File: config.mk
export PLATFORM = sky130hd
export DESIGN_NAME = hs_mailbox
export DESIGN_NICKNAME = d
export VERILOG_FILES = /design/src/rtl/hs_mbox_pkg.sv /design/src/rtl/hs_sync_rise.sv /design/src/rtl/hs_mbox_core.sv /design/src/rtl/hs_mailbox.sv
export SDC_FILE = /design/constraint.sdc
export NUM_CORES = 1
export LEC_CHECK = 0
export BUFFER_PORTS_ARGS = -buffer_cell sky130_fd_sc_hd__buf_2
export CAP_MARGIN = 20
export CORE_MARGIN = 2
export CORE_UTILIZATION = 35
export DETAILED_ROUTE_END_ITERATION = 16
export GPL_TIMING_DRIVEN = 0
export PLACE_DENSITY_LB_ADDON = 0.3
export SYNTH_ARGS = -nofsm -noshare
export SYNTH_HDL_FRONTEND = slang
export SYNTH_SLANG_ARGS = --single-unit
File: constraint.sdc
create_clock -name clk -period 2.2 [get_ports clk]
set_input_delay 0.44 -clock clk [delete_from_list [all_inputs] [get_ports clk]]
set_output_delay 0.44 -clock clk [all_outputs]
set_load 0.01 [all_outputs]
File: src/rtl/hs_mbox_pkg.sv
package hs_mbox_pkg;
  localparam int OBF_BIT = 0;
  localparam int IBF_BIT = 1;
  localparam int GF_BIT  = 2;
  localparam int CD_BIT  = 3;
  localparam int FLAG_W  = 4;
endpackage

File: src/rtl/hs_sync_rise.sv
module hs_sync_rise #(
  parameter int STAGES = 2
) (
  input  logic clk,
  input  logic rst_n,
  input  logic async_in,
  output logic rise
);
  localparam int LAST = STAGES - 1;

  logic [STAGES:0] sh_q;
  logic [STAGES:0] sh_d;

  assign sh_d = {sh_q[STAGES-1:0], async_in};

  always_ff @(posedge clk or negedge rst_n) begin
    if (!rst_n) sh_q <= '1;
    else        sh_q <= sh_d;
  end

  assign rise = sh_q[LAST] & ~sh_q[STAGES];
endmodule

File: src/rtl/hs_mbox_core.sv
module hs_mbox_core
  import hs_mbox_pkg::*;
#(
  parameter int DATA_W = 8
) (
  input  logic              clk,
  input  logic              rst_n,
  input  logic              wr_evt,
  input  logic              rd_clr,
  input  logic              h_addr,
  input  logic [DATA_W-1:0] h_wdata,
  input  logic              s_idr_rd,
  input  logic              s_odr_wr,
  input  logic              s_gf_wr,
  input  logic [DATA_W-1:0] s_wdata,
  output logic [DATA_W-1:0] idr,
  output logic [DATA_W-1:0] odr,
  output logic [DATA_W-1:0] status
);
  localparam int PAD_W = DATA_W - FLAG_W;

  logic rd_q, wr_q;
  logic ibf_q, obf_q, gf_q, cd_q;
  logic ibf_d, obf_d, gf_d, cd_d;
  logic [DATA_W-1:0] idr_q, odr_q, idr_d, odr_d;
  logic s_rd_fall, s_wr_fall;
  logic idr_en, odr_en, gf_en;

  assign s_rd_fall = rd_q & ~s_idr_rd;
  assign s_wr_fall = wr_q & ~s_odr_wr;

  always_comb begin
    idr_en = wr_evt;
    odr_en = s_odr_wr;
    gf_en  = s_gf_wr;
    idr_d  = h_wdata;
    odr_d  = s_wdata;
    gf_d   = s_wdata[GF_BIT];
    cd_d   = wr_evt ? h_addr : cd_q;
    // set takes priority over clear
    if (wr_evt)         ibf_d = 1'b1;
    else if (s_rd_fall) ibf_d = 1'b0;
    else                ibf_d = ibf_q;
    if (s_wr_fall)      obf_d = 1'b1;
    else if (rd_clr)    obf_d = 1'b0;
    else                obf_d = obf_q;
  end

  always_ff @(posedge clk or negedge rst_n) begin
    if (!rst_n) begin
      rd_q  <= 1'b0;
      wr_q  <= 1'b0;
      ibf_q <= 1'b0;
      obf_q <= 1'b0;
      cd_q  <= 1'b0;
      gf_q  <= 1'b0;
      idr_q <= '0;
      odr_q <= '0;
    end else begin
      rd_q  <= s_idr_rd;
      wr_q  <= s_odr_wr;
      ibf_q <= ibf_d;
      obf_q <= obf_d;
      cd_q  <= cd_d;
      if (gf_en)  gf_q  <= gf_d;
      if (idr_en) idr_q <= idr_d;
      if (odr_en) odr_q <= odr_d;
    end
  end

  assign idr    = idr_q;
  assign odr    = odr_q;
  assign status = {{PAD_W{1'b0}}, cd_q, gf_q, ibf_q, obf_q};
endmodule

File: src/rtl/hs_mailbox.sv
module hs_mailbox
  import hs_mbox_pkg::*;
#(
  parameter int DATA_W      = 8,
  parameter int SYNC_STAGES = 2
) (
  input  logic              clk,
  input  logic              rst_n,
  input  logic              h_cs_n,
  input  logic              h_addr,
  input  logic              h_wr_n,
  input  logic              h_rd_n,
  input  logic [DATA_W-1:0] h_wdata,
  output logic [DATA_W-1:0] h_rdata,
  input  logic              s_idr_rd,
  input  logic              s_odr_wr,
  input  logic              s_gf_wr,
  input  logic [DATA_W-1:0] s_wdata,
  output logic [DATA_W-1:0] s_idr,
  output logic [DATA_W-1:0] s_status,
  output logic              s_irq
);
  localparam int NSTB = 2;

  logic [1:0]      rst_q;
  logic            rst_ni;
  logic [NSTB-1:0] strobes_n;
  logic [NSTB-1:0] rises;
  logic            wr_evt, rd_clr;
  logic [DATA_W-1:0] odr, status;

  always_ff @(posedge clk or negedge rst_n) begin
    if (!rst_n) rst_q <= 2'b00;
    else        rst_q <= {rst_q[0], 1'b1};
  end
  assign rst_ni = rst_q[1];

  assign strobes_n = {h_rd_n, h_wr_n};

  for (genvar g = 0; g < NSTB; g++) begin : g_sync
    hs_sync_rise #(.STAGES(SYNC_STAGES)) u_sync (
      .clk      (clk),
      .rst_n    (rst_ni),
      .async_in (strobes_n[g]),
      .rise     (rises[g])
    );
  end

  assign wr_evt = rises[0] & ~h_cs_n;
  assign rd_clr = rises[1] & ~h_cs_n & ~h_addr;

  hs_mbox_core #(.DATA_W(DATA_W)) u_core (
    .clk      (clk),
    .rst_n    (rst_ni),
    .wr_evt   (wr_evt),
    .rd_clr   (rd_clr),
    .h_addr   (h_addr),
    .h_wdata  (h_wdata),
    .s_idr_rd (s_idr_rd),
    .s_odr_wr (s_odr_wr),
    .s_gf_wr  (s_gf_wr),
    .s_wdata  (s_wdata),
    .idr      (s_idr),
    .odr      (odr),
    .status   (status)
  );

  assign h_rdata  = h_addr ? status : odr;
  assign s_status = status;
  assign s_irq    = status[IBF_BIT];
endmodule

==> flow_summary.ini, run 1 <==
[floorplan]
initial_core_util_pct = 37.4
ios = 50
core-area_mm2 = 0.00313
rows = 20
die_x_um = 61.8
die_y_um = 61.8
die_area_mm2 = 0.00382

[synthesis]
syn_area_mm2 = 0.00117
ys_seq_elements = 30
synthTopCellsByArea = dfrtp_1 51%, mux2_2 21%, dfstp_2 13%, buf_4 5.1%, nor2b_1 2.1%
ys_types = 14
yosysTopAreaCellShare_pct = 51.3
synth_cells = 76
syn_avg_cell_area_um2 = 15.4
yosys.area.top_type = dfrtp_1
synth_seq_area_share_pct = 64.8
yosys_warnings = 0

[cts]
clk_latency_ns = 0.32
cts_tree = built
htreeDepth = 2
path_clk_slew_ns = 0.09
cts_root_buffer = clkbuf_4
ctsResizeCount = 0
cts_buffers = 5
cts_sinks = 30
cts_max_path_buffers = 2

[global_route]
antenna_found_initial = 0
grt_pass1_wl_um = 3050
grt_max_degree = 29
grtUsageTotal_pct = 11.5
grt_pass1_vias = 719
grt-ovfl-total = 0

[final_layout]
final_cell_count_no_fill = 177
final_cell_mix = 46 x buf_2, 24 x dfrtp_1, 22 x mux2_2
drive_above_1_share_pct = 69.9
final_common_cell = buf_2
area.growth.synth_to_final_pct = 32.8
num-nets-final = 157
final_core_util_pct = 49.7
diodes = 0

[outcome]
outcome = completed

[placement]
post-place-cells = 167
dp_slack_ns = 0.618
portBuffers = 44
gp_congestion = 0.601
dp_hpwl_um = 1360

[critical_path]
crit_fanout = 4
max_stage_delay_ns = 0.43
worstSetupEndpointType = output pin
crit_buf_inv = 1
required_ns = 1.76
slowest_stage = dfrtp_1
crit_type = reg -> out
critPathArrivalTime_ns = 1.15
path_cells = mux2_2, buf_2
crit_family = flip-flops
start_kind = flop

[sta]
clock_skew_ns = 0.0126
setup_tns_ns = 0
fin_crit_sh_pct = 72.4
post-route-min-period_ns = 1.59
final-max-slew-violation-count = 0
hold_viol = 0
setup_viol = 0
timing.fmax_mhz = 628
layout_setup_ws_ns = 0.607
whs_ns = 0.138
grt_setup_unrepaired = no

[power_and_ir_drop]
max-vdd-ir-drop_v = 0.000466
clockPowerShare_pct = 27.4
intPower_mw = 0.900
powerDensity_mw_per_mm2 = 770
switching_share_pct = 24.9
p_sw_mw = 0.298
p_seq_share_pct = 54.2
comb_power_share_pct = 18.4
power.leakage_nw = 0.765

[drt]
via_count = 757
drtIter0Drc = 13
totalWireLength_um = 1920
viasPerCell = 4.28
avgRoutedWirePerCell_um = 10.8
first_pass_iters = 4
drc = 0
antenna_left = 0

[job]
cap_violations = 0

[worst_hold_path]
hp-class = reg -> async
[through the flow]
| step | cell area [um2] | total power, mW |
|---|---|---|
| 2_1_floorplan | 1180 | 0.785 |
| 3_3_place_gp | 1460 | 0.870 |
| 3_5_place_dp | 1460 | 0.876 |
| 4_1_cts | 1530 | 1.21 |
| 5_1_grt | 1550 | 1.28 |
| 6_report | 1550 | 1.20 |
[layer usage]
metal	track usage, %	vias to the layer above	share of wire (%)
li1	-	352	-
met1	12.7	355	41
met2	18.6	47	44
met3	6.21	3	13
met4	4.56	0	1.4
met5	0	-	0
[cell usage after synthesis]
master and n:
nand2b_1 1, a21o_2 1, inv_1 2, dfrtp_1 24, buf_6 1, nor4b_1 1, o22ai_1 1, mux2_2 22
nor2b_1 4, dfstp_2 6, nor3b_2 1, conb_1 2, buf_2 2, buf_4 8
[cell type report]
class,instances,area (um2)
multi-input combinational,36,334
timing repair buffer,46,258
sequential,30,758
fill,310,1570
clock inverter,1,5.00
inverter,2,7.51
buffer,11,81.3
tap,44,55.1
clock buffer,7,55.1
[what timing repair did]
action | in CTS | in global routing
hold buffers | 1 | 0
setup buffers | 0 | 0
hold endpoints to repair | 2 | 0
[logic make-up after synthesis]
logic type / Yosys count / share of synthesized area, %
compound gates: 2 / 1.28
mux: 22 / 21.2
simple gates: 7 / 4.49
flops: 30 / 64.8
buf+inv: 13 / 7.59
other cells: 2 / 0.642
[flip-flops by register name, indices dropped and copies added, names as in the netlist]
register and flops:
rst_q 2, u_core.cd_q 1, u_core.obf_q 1, u_core.idr 8, u_core.odr 8, u_core.gf_q 1
u_core.wr_q 1, g_sync.u_sync.sh_q 6, u_core.ibf_q 1, u_core.rd_q 1
[worst paths after layout]
check                      cells after the start                                  to  slack, ns                          startpoint
max reg2reg                                    3           u_core.idr[7]$_DFFE_PN0P_       0.87  g_sync[0].u_sync.sh_q[1]$_DFF_PN1_
min reg2reg                                    0             u_core.cd_q$_DFFE_PN0P_       0.14                  rst_q[1]$_DFF_PN0_
min                                            0             u_core.cd_q$_DFFE_PN0P_       0.14                  rst_q[1]$_DFF_PN0_
min in group clk                               1  g_sync[1].u_sync.sh_q[0]$_DFF_PN1_       0.21                              h_rd_n
max in group asynchronous                      1  g_sync[1].u_sync.sh_q[1]$_DFF_PN1_       1.55                  rst_q[1]$_DFF_PN0_
max                                            2                          h_rdata[1]       0.61            u_core.ibf_q$_DFFE_PN0P_
[power by group through the flow]
| stage | clock network [mW] | registers (mW) | logic (mW) |
|---|---|---|---|
| 6_report | 0.328 | 0.649 | 0.220 |
| 5_1_grt | 0.374 | 0.659 | 0.247 |
| 4_1_cts | 0.344 | 0.657 | 0.212 |
| 3_5_place_dp | 0 | 0.666 | 0.210 |
| 3_3_place_gp | 0 | 0.663 | 0.207 |
| 2_1_floorplan | 0 | 0.674 | 0.111 |
No activity file was read; power rests on OpenSTA's default activity.
==> run 2, diff against run 1 <==
- ABC_AREA: default -> 1
- clock period: 2.2 -> 1.4 ns (I/O delays scaled with it)
==> run 2 against run 1 <==
Die area is 1.1% higher; area after synthesis up 1.2%; sequential share of layout area down 0.27 points; sequential power grew 56%; synthesized cell count up 61%; combinational power rose by 44%; hold slack worse by 0.086 ns; final area rose by 0.56%; final cell count grew 28%; core utilization decreased by 2.1 points.
==> flow_summary.ini, run 2 <==
[outcome]
outcome = completed

[drt]
avgRoutedWirePerCell_um = 11.0
antenna_left = 0
totalWireLength_um = 2480
viasPerCell = 4.21
first_pass_iters = 3
drc = 0
via_count = 951
drtIter0Drc = 21

[global_route]
antenna_found_initial = 0
grt-ovfl-total = 0
grt_max_degree = 29
grt_pass1_vias = 1016
grtUsageTotal_pct = 14.3
grt_pass1_wl_um = 4300

[power_and_ir_drop]
total_power_mw = 1.85
power.leakage_nw = 0.874
max-vdd-ir-drop_v = 0.000631
powerDensity_mw_per_mm2 = 1180

[job]
cap_violations = 0

[synthesis]
async_flop_share_pct = 100
syn_avg_cell_area_um2 = 9.70
ys_types = 12
synthTopCellsByArea = dfrtp_1 51%, dfstp_2 13%, nand2_1 11%, o21ai_0 5.9%, buf_4 5.7%
synth_edf_count = 0
syn_area_mm2 = 0.00118
ys_seq_elements = 30
yosys.area.top_type = dfrtp_1
yosysTopAreaCellShare_pct = 50.7
synth_cells = 122
synth_commonest_cells = 36 x nand2_1, 24 x dfrtp_1, 14 x o21ai_0
synth_most_common_cell = nand2_1
synthFlopType = dfrtp_1
synth_seq_area_share_pct = 64.1
yosys_warnings = 0

[critical_path]
startpoint = u_core.obf_q$_DFFE_PN0P_
worstSetupEndpointType = output pin
crit_fanout = 3
r2r_setup_slack_ns = 0.28
max_stage_delay_ns = 0.41
reg2reg_depth = 4
required_ns = 1.12
r2r_start = g_sync[0].u_sync.sh_q[1]$_DFF_PN1_
crit_type = reg -> out
critPathArrivalTime_ns = 1.03
r2r_end = u_core.idr[0]$_DFFE_PN0P_
slowest_stage = dfrtp_1
start_kind = flop
path_cells = nand2_1, o21ai_0, buf_2
crit_path_end = h_rdata[0]

[final_layout]
final_cell_count_no_fill = 226
drive_above_1_share_pct = 40.0
final_cell_mix = 47 x buf_2, 36 x nand2_1, 24 x dfrtp_1
area.growth.synth_to_final_pct = 32.0
stdcell_area_mm2 = 0.00156
diodes = 0
num-nets-final = 204
final_core_util_pct = 47.6
final_common_cell = buf_2

[sta]
fin_crit_sh_pct = 93.3
clock_skew_ns = 0.00792
grt_setup_unrepaired = yes
post-route-min-period_ns = 1.31
setup_viol = 0
worstMarginPinSlew_ns = 0.609
final-max-slew-violation-count = 0
whs_ns = 0.0524
max_slew_margin_pct = 59.4
hold_viol = 0
timing.fmax_mhz = 766

[cts]
htreeDepth = 2
cts_max_path_buffers = 2
cts_sinks = 30
cts_buffers = 5
path_clk_slew_ns = 0.09
cts_tree = built
cts_root_buffer = clkbuf_4
clk_latency_ns = 0.32
cts.repair_timing.setup_buffer_count = 0

[placement]
dp_hpwl_um = 1830
portBuffers = 45
gp_congestion = 0.687
place_area_mm2 = 0.00148
post-place-cells = 216

[floorplan]
initial_core_util_pct = 36.0
core-area_mm2 = 0.00328
rows = 21
ios = 50
die_area_mm2 = 0.00386
die_y_um = 62.2
die_x_um = 62.2

[worst_hold_path]
hp-class = in -> reg
-- run 2: cell count changes after synthesis, moves of 4 or more --
cell	previous run	this run
nor2_1	0	6
nand2_1	0	36
mux2_2	22	0
inv_1	2	12
o21ai_0	0	14
nand3_1	0	9
nor2b_1	4	0
-- run 2: stage by stage --
| step | TNS [ns] | worst slack (ns) |
|---|---|---|
| finish | 0 | 0.0941 |
| global route | -0.00101 | -0.00101 |
| CTS | 0 | 0.0690 |
| detailed placement | 0 | 0.151 |
| global placement | 0 | 0.199 |
| floorplan | 0 | 0.392 |
-- run 2: final cells by class --
type / count / area (um2)
repair buffers: 47 / 250
clock buffers: 7 / 55.1
fillers: 331 / 1720
inverters: 12 / 45.0
plain buffers: 11 / 77.6
multi-input cells: 72 / 314
flip-flops and latches: 30 / 758
well taps: 46 / 57.6
clock inverters: 1 / 5.00
-- run 2: timing repair --
item,4_1_cts,5_1_grt
hold endpoints to repair,2,0
hold buffers,1,0
setup endpoints to repair,0,1
gates resized for setup,0,1
-- run 2: power by group --
group          total, mW  switching [mW]  internal [mW]
logic              0.317           0.172          0.145
registers           1.01          0.0501          0.958
clock network      0.521           0.279          0.243
-- run 2: worst min-delay path by stage --
stage          cells after the start  slack [ns]                                  to  startpoint
3_5_place_dp                       1        0.07                  rst_q[1]$_DFF_PN0_       rst_n
4_1_cts                            1        0.03  g_sync[1].u_sync.sh_q[0]$_DFF_PN1_      h_rd_n
6_report                           1        0.05  g_sync[1].u_sync.sh_q[0]$_DFF_PN1_      h_rd_n
3_3_place_gp                       1        0.07                  rst_q[0]$_DFF_PN0_       rst_n
5_1_grt                            1        0.02  g_sync[0].u_sync.sh_q[0]$_DFF_PN1_      h_wr_n
2_1_floorplan                      0       -0.02                  rst_q[0]$_DFF_PN0_       rst_n
-- run 2: worst max-delay path, delay by kind of cell (launching register included) --
kind	cells	cell delay [ns]
AO/OA/AOI/OAI	1	0.07
AND/OR/NAND/NOR	1	0.07
flip-flops	1	0.41
buffers and inverters	1	0.15
-- run 2: logic make-up (layout without fill, tap and decap cells) --
kind of cell | count (synthesis) | in the layout | share of synthesized area (%)
AO/OA/AOI/OAI | 14 | 14 | 5.92
buffers and inverters | 23 | 78 | 10.4
flip-flops | 30 | 30 | 64.1
other | 2 | 5 | 0.634
AND/OR/NAND/NOR | 53 | 53 | 19.0
-- run 2: metal layers --
layer	GRT usage (%)	part of all wire [%]	vias to the layer above
met4	6.67	1.7	0
met3	4.89	7.8	5
met1	16.3	42	429
li1	-	-	475
met5	0	0	-
met2	24.2	48	42
